File: config.mk
export PLATFORM = sky130hd
export DESIGN_NAME = periph_ack_adapter
export DESIGN_NICKNAME = d
export VERILOG_FILES = /design/src/rtl/periph_ack_pkg.sv /design/src/rtl/periph_sel_decode.sv /design/src/rtl/access_wait_counter.sv /design/src/rtl/ack_merge.sv /design/src/rtl/periph_ack_adapter.sv
export SDC_FILE = /design/constraint.sdc
export NUM_CORES = 1
export LEC_CHECK = 0
export CAP_MARGIN = 20
export CORE_AREA = 4 4 41 43
export CTS_BUF_LIST = sky130_fd_sc_hd__clkbuf_8
export CTS_CLUSTER_DIAMETER = 150
export DETAILED_ROUTE_END_ITERATION = 10
export DIE_AREA = 0 0 45 47
export PLACE_DENSITY_LB_ADDON = 0.2
export SLEW_MARGIN = 20
export SYNTH_ARGS = -nofsm -noshare
export SYNTH_HDL_FRONTEND = slang
export SYNTH_SLANG_ARGS = --single-unit
File: constraint.sdc
create_clock -name clk -period 1.9 [get_ports clk]
set_input_delay 0.38 -clock clk [delete_from_list [all_inputs] [get_ports clk]]
set_output_delay 0.38 -clock clk [all_outputs]
set_load 0.005 [all_outputs]
File: src/rtl/periph_ack_pkg.sv
// Shared definitions for the wait-state adapter.
// Assumes the peripheral select is a 2-bit code taken from high address bits.
package periph_ack_pkg;
    typedef enum logic [1:0] {
        SEL_DSP   = 2'b00,
        SEL_RAM   = 2'b01,
        SEL_DISP  = 2'b10,
        SEL_SPARE = 2'b11
    } periph_sel_e;
endpackage

File: src/rtl/periph_sel_decode.sv
// Decodes the shared chip select and select code into per-peripheral enables.
// Assumes cs_n and sel are already synchronous to clk (host bus signals).
module periph_sel_decode
    import periph_ack_pkg::*;
(
    input  logic       clk,
    input  logic       rst_n,
    input  logic       cs_n,
    input  logic [1:0] sel,
    output logic       dsp_en,
    output logic       ram_en,
    output logic       disp_en,
    output logic       spare_en
);
    periph_sel_e code;
    assign code = periph_sel_e'(sel);

    // Combinational decode of the select code, gated by the chip select.
    always_comb begin
        dsp_en   = 1'b0;
        ram_en   = 1'b0;
        disp_en  = 1'b0;
        spare_en = 1'b0;
        if (!cs_n) begin
            unique case (code)
                SEL_DSP:   dsp_en   = 1'b1;
                SEL_RAM:   ram_en   = 1'b1;
                SEL_DISP:  disp_en  = 1'b1;
                SEL_SPARE: spare_en = 1'b1;
                default:   spare_en = 1'b1;
            endcase
        end
    end


    one_enable_chk: assert property (@(posedge clk) disable iff (!rst_n)
        $onehot0({dsp_en, ram_en, disp_en, spare_en}));

    idle_no_enable_chk: assert property (@(posedge clk) disable iff (!rst_n)
        cs_n |-> !(dsp_en || ram_en || disp_en || spare_en));
endmodule

File: src/rtl/access_wait_counter.sv
// Counts bus clocks since the chip select was first sampled low and flags
// when the display and spare delays have elapsed.
// Assumes DISP_WAIT and SPARE_WAIT are at least 1; the count saturates.
module access_wait_counter #(
    parameter int DISP_WAIT  = 100,
    parameter int SPARE_WAIT = 2
) (
    input  logic clk,
    input  logic rst_n,
    input  logic cs_n,
    output logic disp_due,
    output logic spare_due
);
    localparam int MAX_WAIT = (DISP_WAIT > SPARE_WAIT) ? DISP_WAIT : SPARE_WAIT;
    localparam int CW       = $clog2(MAX_WAIT + 1);
    localparam logic [CW-1:0] CNT_TOP    = CW'(MAX_WAIT);
    localparam logic [CW-1:0] DISP_LAST  = CW'(DISP_WAIT - 1);
    localparam logic [CW-1:0] SPARE_LAST = CW'(SPARE_WAIT - 1);

    logic [CW-1:0] cnt_q;

    // Clear on idle chip select, otherwise count up to the saturation limit.
    always_ff @(posedge clk) begin
        if (!rst_n || cs_n)
            cnt_q <= '0;
        else if (cnt_q != CNT_TOP)
            cnt_q <= cnt_q + 1'b1;
    end

    // Delay-elapsed flags; one edge later the registered acknowledge fires.
    always_comb begin
        disp_due  = (cnt_q >= DISP_LAST);
        spare_due = (cnt_q >= SPARE_LAST);
    end


    cnt_clear_chk: assert property (@(posedge clk) disable iff (!rst_n)
        cs_n |=> (cnt_q == '0));

    cnt_no_overflow_chk: assert property (@(posedge clk) disable iff (!rst_n)
        cnt_q <= CNT_TOP);
endmodule

File: src/rtl/ack_merge.sv
// Merges the per-peripheral ready conditions into one registered,
// active-low, single-clock transfer acknowledge.
// Assumes exactly one enable is high while the chip select is low.
module ack_merge (
    input  logic clk,
    input  logic rst_n,
    input  logic cs_n,
    input  logic dsp_en,
    input  logic ram_en,
    input  logic disp_en,
    input  logic spare_en,
    input  logic dsp_rdy,
    input  logic ram_busy_n,
    input  logic disp_due,
    input  logic spare_due,
    output logic ta_n
);
    logic ready;
    logic fire;
    logic done_q;
    logic ta_n_q;

    // Per-peripheral ready selection, with the polarity of each input normalised.
    always_comb begin
        ready = (dsp_en   &  dsp_rdy)
              | (ram_en   &  ram_busy_n)
              | (disp_en  &  disp_due)
              | (spare_en &  spare_due);
        fire  = !cs_n && !done_q && ready;
    end

    // Acknowledge register plus once-per-access latch, both cleared on idle.
    always_ff @(posedge clk) begin
        if (!rst_n || cs_n) begin
            ta_n_q <= 1'b1;
            done_q <= 1'b0;
        end else begin
            ta_n_q <= !fire;
            done_q <= done_q | fire;
        end
    end

    assign ta_n = ta_n_q;


    single_pulse_chk: assert property (@(posedge clk) disable iff (!rst_n)
        !ta_n |=> ta_n);

    idle_release_chk: assert property (@(posedge clk) disable iff (!rst_n)
        cs_n |=> ta_n);

    dsp_hold_chk: assert property (@(posedge clk) disable iff (!rst_n)
        (dsp_en && !dsp_rdy) |=> ta_n);

    ram_hold_chk: assert property (@(posedge clk) disable iff (!rst_n)
        (ram_en && !ram_busy_n) |=> ta_n);
endmodule

File: src/rtl/periph_ack_adapter.sv
// Top level: shared chip-select decode plus acknowledge generation for a
// DSP host port, a dual-port RAM and a display with no ready line.
// Assumes all inputs are synchronous to clk.
module periph_ack_adapter #(
    parameter int DISP_WAIT  = 100,
    parameter int SPARE_WAIT = 2
) (
    input  logic       clk,
    input  logic       rst_n,
    input  logic       cs_n,
    input  logic [1:0] sel,
    input  logic       dsp_rdy,
    input  logic       ram_busy_n,
    output logic       dsp_en,
    output logic       ram_en,
    output logic       disp_en,
    output logic       ta_n
);
    logic spare_en;
    logic disp_due;
    logic spare_due;

    periph_sel_decode u_decode (
        .clk      (clk),
        .rst_n    (rst_n),
        .cs_n     (cs_n),
        .sel      (sel),
        .dsp_en   (dsp_en),
        .ram_en   (ram_en),
        .disp_en  (disp_en),
        .spare_en (spare_en)
    );

    access_wait_counter #(
        .DISP_WAIT  (DISP_WAIT),
        .SPARE_WAIT (SPARE_WAIT)
    ) u_wait (
        .clk       (clk),
        .rst_n     (rst_n),
        .cs_n      (cs_n),
        .disp_due  (disp_due),
        .spare_due (spare_due)
    );

    ack_merge u_merge (
        .clk        (clk),
        .rst_n      (rst_n),
        .cs_n       (cs_n),
        .dsp_en     (dsp_en),
        .ram_en     (ram_en),
        .disp_en    (disp_en),
        .spare_en   (spare_en),
        .dsp_rdy    (dsp_rdy),
        .ram_busy_n (ram_busy_n),
        .disp_due   (disp_due),
        .spare_due  (spare_due),
        .ta_n       (ta_n)
    );


    reset_idle_chk: assert property (@(posedge clk)
        !rst_n |=> ta_n);
endmodule

Yosys cells after proc, flatten, opt, wreduce, memory -nomap -nowiden

Index checks and enable logic that the tools add are counted.

Flip-flop bits (word level): 9
Bits of input ports: 7
Output and inout bits: 4
Word-level logic and storage cells: 34

Add/subtract/negate cells: 1
Order comparisons: 2
Equality and inequality tests: 4
Mux-type cells: 8
Bitwise operators: 8
Reduce and logical (&&, ||, !) cells: 8

Operators with widths:

| operator                                                               | number |
|---|---|
| 1-bit two-way mux                                                      | 8 |
| 7-bit by 1-bit adder with 7-bit output (second input constant)         | 1 |
| 7-bit by 1-bit >= comparator with 1-bit output (second input constant) | 1 |
| 7-bit >= comparator (second input constant)                            | 1 |
| 7-bit inequality test (second input constant)                          | 1 |
| 1-bit AND                                                              | 4 |
| 2-bit == test (second input constant)                                  | 2 |
| 1-bit logical NOT                                                      | 4 |
| 1-bit OR                                                               | 4 |
| 2-bit by 1-bit == test with 1-bit output (second input constant)       | 1 |
| 1-bit logical AND                                                      | 2 |
| 2-bit logical NOT                                                      | 1 |
| 1-bit logical OR                                                       | 1 |

Longest topological paths before layout

Gate-level depths: netlist of run 1.

Word-level depth: 9
Mapped depth: 5
Mapped depth without buffers: 5

By module

Synthesis of run 1 repeated with hierarchy kept, for this count alone.

Cell total of the unflattened synthesis: 61
Area, all modules: 501.7 um2

Modules (own cells, without submodules):

| module              | instances | cells each | area an instance (um2) | seq. area each (um2) |
|---|---|---|---|---|
| access_wait_counter | 1         | 49         | 391.6                  | 140.1 |
| ack_merge           | 1         | 8          | 80.1                   | 40.0 |
| periph_sel_decode   | 1         | 4          | 30.0                   | 0.0 |

Worst setup path after synthesis of run 1

OpenSTA, ideal clock, no wires.

Kind: reg-to-reg
From: register u_wait.cnt_q[0]
To: register u_merge.ta_n_q, in the netlist u_merge.ta_n
Setup time: 0.129 ns
Arrival: 1.170 ns
Required time: 1.771 ns
Slack: 0.601 ns
Cell stages (with the launch flop): 5
Buffers on the path: 0
Clock period less this slack: 1.299 ns
Cells stage by stage: dfxtp_1 > ha_1 > a21oi_1 > a2111oi_2 > o31ai_1

Word-level cells in the longest chain between the ends: 6
Elaborated cells between the ends (all ways): 8
Classes of those cells: order compare (2); bitwise (4); reduce/logical (2)

RTL lines:

| what                   | RTL line                  | source |
|---|---|---|
| from (decl)            | access_wait_counter.sv:20 | `logic [CW-1:0] cnt_q;` |
| from (signal assigned) | access_wait_counter.sv:27 | `cnt_q <= cnt_q + 1'b1;` |
| 7-bit >= comparator    | access_wait_counter.sv:32 | `disp_due = (cnt_q >= DISP_LAST);` |
| 1-bit AND              | ack_merge.sv:27           | `\| (disp_en & disp_due)` |
| 1-bit OR               | ack_merge.sv:27           |  |
| 1-bit OR (*)           | ack_merge.sv:28           | `\| (spare_en & spare_due);` |
| 1-bit logical AND (*)  | ack_merge.sv:29           | `fire = !cs_n && !done_q && ready;` |
| 1-bit logical NOT (*)  | ack_merge.sv:38           | `ta_n_q <= !fire;` |
| to (signal assigned)   | ack_merge.sv:38           |  |
| to (decl)              | ack_merge.sv:21           | `logic ta_n_q;` |

Every way passes the cells marked *; elsewhere a longest branch is shown, timed or not.
A chain may end at the register's enable or synchronous reset.

Worst setup path in the final report of run 1

From: input port cs_n
To: output port disp_en

Word-level cells in the longest chain between the ends: 1

RTL lines:

| what              | RTL line                 | source |
|---|---|---|
| from (decl)       | periph_ack_adapter.sv:10 | `input logic cs_n,` |
| 1-bit two-way mux | periph_sel_decode.sv:24  | `if (!cs_n) begin` |
| to (decl)         | periph_ack_adapter.sv:16 | `output logic disp_en,` |

Every way passes these cells.

==> results_dict.tcl, run 1 <==
set metrics [dict create \
    status "finished, final reports clean" \
    finalNetCount 87 \
    p_leak_uw 0.000275 \
    fp.dieW_microns 45 \
    grt_overflow 0 \
    multiInputGateArea_sq_um 305 \
    ys_async_sr_fraction_pct 0 \
    period_share_pct 93.5 \
    setup_viol 0 \
    rsz0062_at_grt "false" \
    insertion_delay_ps 230 \
    ys_seq_area_share_pct 34.6 \
    wl_per_cell_microns 11.6 \
    drc_errors 0 \
    finalHoldViolCount 0 \
    antenna_found_initial 0 \
    grt_pass1_wl_mm 1.75 \
    avgSynthCellArea_sq_um 8.67 \
    synth-seq-cells 9 \
    worstMarginPinSlew_ps 362 \
    cts-htree-levels 1 \
    fin_hold_ws_ps 444 \
    cts_root_buf "clkbuf_8" \
    hold_path_class "reg2reg" \
    path_class "in2out" \
    cts_hold_buf 0 \
    ff_latch_area_sq_um 180 \
    drt_first_pass_iters 4 \
    pre_cts_slack_ps -128 \
    gp_congestion 0.754 \
    track_usage_pct 12.0 \
    setup_slack_ps 123 \
    dp_hpwl_microns 828 \
    clk_pin_slew_ps 40 \
    pwr_density_cell_nw_per_um2 656 \
    cts_tree "yes" \
    cp.arrival_ps 1400 \
    grt_pass1_vias 436 \
    dp.cells 87 \
    synth-edff-count 0 \
    port_buffers 10 \
    max_freq_ghz 0.563 \
    numCtsBuffers 3 \
    max_slew_margin_pct 75.7 \
    wl_mm 1.06 \
    num_rows 13 \
    cts_resized 3 \
    yosysWarningCount 0 \
    initial_utilization_pct 40.0 \
    netlist_area_sq_um 520 \
    stdcell_count 91 \
    critPathLaunchType "input port" \
    vias 484 \
    path_max_fanout 4 \
    grt_max_degree 10 \
    fp.dieH_microns 47 \
    post_cts_buffers 0 \
    ir_worst_vdd_v 0.000482 \
    areaGrowthSynthToFinish_pct 34.1 \
    synth_cells 60 \
    drive_gt1_share_pct 15.8 \
    slew_violations 0 \
    fin_crit_ps 1780 \
    endpoint_kind "primary output" \
    fillers 131 \
    antenna_left 0 \
    placeableCoreArea_sq_um 1300 \
    fin_total_pwr_uw 458 \
    diodes 0 \
    netlist-cell-type-count 26 \
    cts_sinks 9 \
    ios 11 \
    synth_flop_cell "dfxtp_1" \
    synth_nets 70 \
    skew_ps 1.68 \
    cts_buffer_depth 2 \
    drv_cap 0 \
    routed_via_density 5.32 \
    dr.first_iter.drc_count 14 \
    cp_data_required_time_ps 1520 \
    die_area_sq_um 2120 \
]
==> where the power goes <==
| group | total (uW) | switching (uW) | internal (uW) | leakage, uW |
|---|---|---|---|---|
| Sequential | 197 | 4.01 | 193 | 0.0000730 |
| Combinational | 49.6 | 19.8 | 29.7 | 0.000175 |
| Clock | 212 | 71.2 | 140 | 0.0000269 |
| Total | 458 | 95.1 | 363 | 0.000275 |
==> cells in the final DEF (no fill, tap or decap), types with 2 or more instances in the layout <==
master and count:
o21ai_0 2, dlygate4sd2_1 3, or3_1 2, ha_1 3, nor2_1 3, nand3_1 2, clkbuf_8 3, o31ai_1 2
a21oi_1 4, nor3_1 8, nand2_1 3, buf_4 5, dfxtp_1 9, nand2b_1 2, clkdlybuf4s50_1 7, xor2_1 3
inv_1 5
==> layout make-up <==
class                   instances  area share, %
inverters                       4           2.15
clock buffers                   3           5.91
flip-flops and latches          9           25.8
well taps                      15           2.69
clock inverters                 1          0.538
multi-input cells              44           43.7
repair buffers                 15           19.2
==> registers in the layout, summed over array words and instances (netlist names) <==
signal and count:
u_merge.done_q 1, u_wait.cnt_q 7, u_merge.ta_n 1
==> critical path, stage by stage <==
cell and delay, ps:
dlygate4sd2_1 270, nand2b_1 170, nor2_1 80, clkdlybuf4s50_1 500
==> per-stage QoR <==
step                setup TNS [ps]  cell area (sq um)  utilization, %
global route                     0                698            53.7
detailed placement            -256                657            50.5
floorplan                        0                520               -
global placement              -312                657            50.5
CTS                              0                698            53.7
finish                           0                698            53.7
==> cell usage after synthesis (2+ instances only) <==
library cell,number,area [sq um]
nand2_1,3,11.3
inv_1,4,15.0
a21oi_1,4,20.0
dfxtp_1,9,180
ha_1,3,37.5
nand3_1,2,10.0
nand2b_1,2,12.5
o21ai_0,2,10.0
xor2_1,3,26.3
or3_1,2,12.5
nor3_1,8,40.0
nor2_1,3,11.3
o31ai_1,2,15.0
==> per-layer routing <==
layer	track usage (%)	part of all wire, %	routed length [microns]
met4	12.3	3.7	39
met3	2.68	5.7	60
met2	18.4	41	435
met5	0	0	0
met1	13.3	50	525
==> path summary, 6_finish.rpt <==
path	start	endpoint	slack, ps	cells past startpoint
max	cs_n	disp_en	120	4
min	u_merge.done_q	u_merge.ta_n	440	2
max reg2reg	u_wait.cnt_q[0]	u_wait.cnt_q[6]	450	4
min reg2reg	u_merge.done_q	u_merge.ta_n	440	2
==> cell families after synthesis <==
| kind of cell | Yosys count | share of synthesized area, % |
|---|---|---|
| compound gates | 13 | 18.7 |
| xor+xnor | 3 | 5.05 |
| fa+ha+maj | 3 | 7.21 |
| buf+inv | 7 | 6.73 |
| flops | 9 | 34.6 |
| mux | 1 | 1.92 |
| simple gates | 24 | 25.7 |
Power figures use the tool's default switching activity.
==> inputs of run 2 (changes only) <==
--- a/config.mk
+++ b/config.mk
@@ -6,11 +6,11 @@
 export NUM_CORES = 1
 export LEC_CHECK = 0
 export CAP_MARGIN = 20
-export CORE_AREA = 4 4 41 43
+export CORE_AREA = 2 2 39 41
 export CTS_BUF_LIST = sky130_fd_sc_hd__clkbuf_8
 export CTS_CLUSTER_DIAMETER = 150
 export DETAILED_ROUTE_END_ITERATION = 10
-export DIE_AREA = 0 0 45 47
+export DIE_AREA = 0 0 41 43
 export PLACE_DENSITY_LB_ADDON = 0.2
 export SLEW_MARGIN = 20
 export SYNTH_ARGS = -nofsm -noshare
==> results_dict.tcl, run 2 (synthesized netlist as in run 1, its figures left out) <==
set metrics [dict create \
    final_cell_mix "9 x dfxtp_1, 8 x nor3_1, 6 x clkdlybuf4s50_1" \
    placeableCoreArea_sq_um 1380 \
    diodes 0 \
    p_sw_share_pct 22.0 \
    final_cell_area_sq_um 698 \
    pwr_density_cell_nw_per_um2 667 \
    antenna_found_initial 0 \
    drt_first_pass_iters 4 \
    endpoint_kind "primary output" \
    power_switching_uw 103 \
    fin_hold_ws_ps 446 \
    post_cts_buffers 0 \
    worstMarginPinSlew_ps 412 \
    regToRegSetupSlack_ps 460 \
    routed_via_density 5.34 \
    cp.arrival_ps 1400 \
    rsz0062_at_grt "false" \
    cts_sinks 9 \
    ir_worst_vdd_v 0.000372 \
    path_max_fanout 4 \
    die_area_sq_um 1760 \
    vias 491 \
    grt_max_degree 10 \
    slew_violations 0 \
    cts-htree-levels 1 \
    period_share_pct 93.7 \
    ios 11 \
    max_slew_margin_pct 72.3 \
    insertion_delay_ps 240 \
    dp_hpwl_microns 801 \
    grt_pass1_vias 416 \
    wl_per_cell_microns 11.5 \
    status "finished, final reports clean" \
    numCtsBuffers 3 \
    drc_errors 0 \
    clkPwrFrac_pct 47.3 \
    num_rows 14 \
    cts_hold_buf 0 \
    reg2reg_depth 4 \
    antenna_left 0 \
    fp.dieH_microns 43 \
    path_class "in2out" \
    multiInputGateArea_sq_um 305 \
    max_freq_ghz 0.562 \
    cts_buffer_depth 2 \
    seq_power_share_pct 42.3 \
    place_area_sq_um 658 \
    setup_viol 0 \
    p_leak_uw 0.000279 \
    finalNetCount 87 \
    wl_mm 1.06 \
    hold_path_class "reg2reg" \
    cts_tree "yes" \
    cp_data_required_time_ps 1520 \
    crit_path_end "disp_en" \
    cellInternalPower_uw 363 \
    fin_crit_ps 1780 \
    final.setup.tns_ps 0 \
    grt_overflow 0 \
    timing.rr.end "u_wait.cnt_q[6]" \
    areaGrowthSynthToFinish_pct 34.1 \
    fillers 139 \
    final_common_cell "dfxtp_1" \
    grt_pass1_wl_mm 1.90 \
    critPathLaunchType "input port" \
    top_register "u_wait.cnt_q" \
    finalHoldViolCount 0 \
    r2r_start "u_wait.cnt_q[0]" \
    drive_gt1_share_pct 15.8 \
    fin_util_pct 50.5 \
    largest_register_ffs 7 \
    clk_pin_slew_ps 40 \
    initial_utilization_pct 37.6 \
    drv_cap 0 \
    port_buffers 10 \
    dr.first_iter.drc_count 9 \
    fp.dieW_microns 41 \
    cts_root_buf "clkbuf_8" \
    track_usage_pct 17.1 \
    ff_latch_area_sq_um 180 \
    dp.cells 88 \
    skew_ps 1.67 \
    gp_congestion 0.798 \
    crit_start "cs_n" \
    combPwrFrac_pct 10.4 \
    stdcell_count 92 \
]
==> run 2: layer usage <==
metal  GRT usage [%]  vias to the layer above  share of wire (%)
li1                -                      252                  -
met5               0                        -                  0
met3            9.42                        5                4.6
met4            12.0                        0                3.2
met2            20.0                        9                 46
met1            22.6                      225                 46
==> run 2: repair_timing <==
action / in CTS / in global routing
resized for setup: 4 / 0
setup endpoints to repair: 3 / 0
endpoints found under the hold margin: 0 / 0
==> run 2: final cells by class <==
cell class	count	area share [%]
clock buffer	3	5.91
clock inverter	1	0.538
inverter	4	2.15
multi-input combinational	44	43.7
sequential	9	25.8
tap	16	2.87
timing repair buffer	15	19.0
==> run 2: how the worst min path moves through the flow <==
stage / depth (start not counted) / from / to / slack, ps
floorplan: 2 / u_merge.done_q / u_merge.ta_n / 420
global placement: 2 / u_merge.done_q / u_merge.ta_n / 440
detailed placement: 2 / u_merge.done_q / u_merge.ta_n / 440
CTS: 2 / u_merge.done_q / u_merge.ta_n / 450
global route: 2 / u_merge.done_q / u_merge.ta_n / 470
finish: 2 / u_merge.done_q / u_merge.ta_n / 450
==> run 2: through the flow <==
stage	total power (uW)	setup WS (ps)
4_1_cts	475	112
2_1_floorplan	220	601
3_5_place_dp	252	-144
3_3_place_gp	252	-113
5_1_grt	493	59.4
6_report	465	119
==> run 2: worst max-delay path, cell delays in order <==
cell and delay (ps):
dlygate4sd2_1 260, nand2b_1 160, nor2_1 90, clkdlybuf4s50_1 500
==> run 2: power groups by stage <==
stage / Sequential [uW] / Clock, uW / Combinational, uW
after floorplan: 200 / 0 / 20.2
after global placement: 200 / 0 / 51.7
after detailed placement: 200 / 0 / 52.1
after CTS: 197 / 229 / 49.3
after global routing: 197 / 242 / 54.7
final: 197 / 220 / 48.3
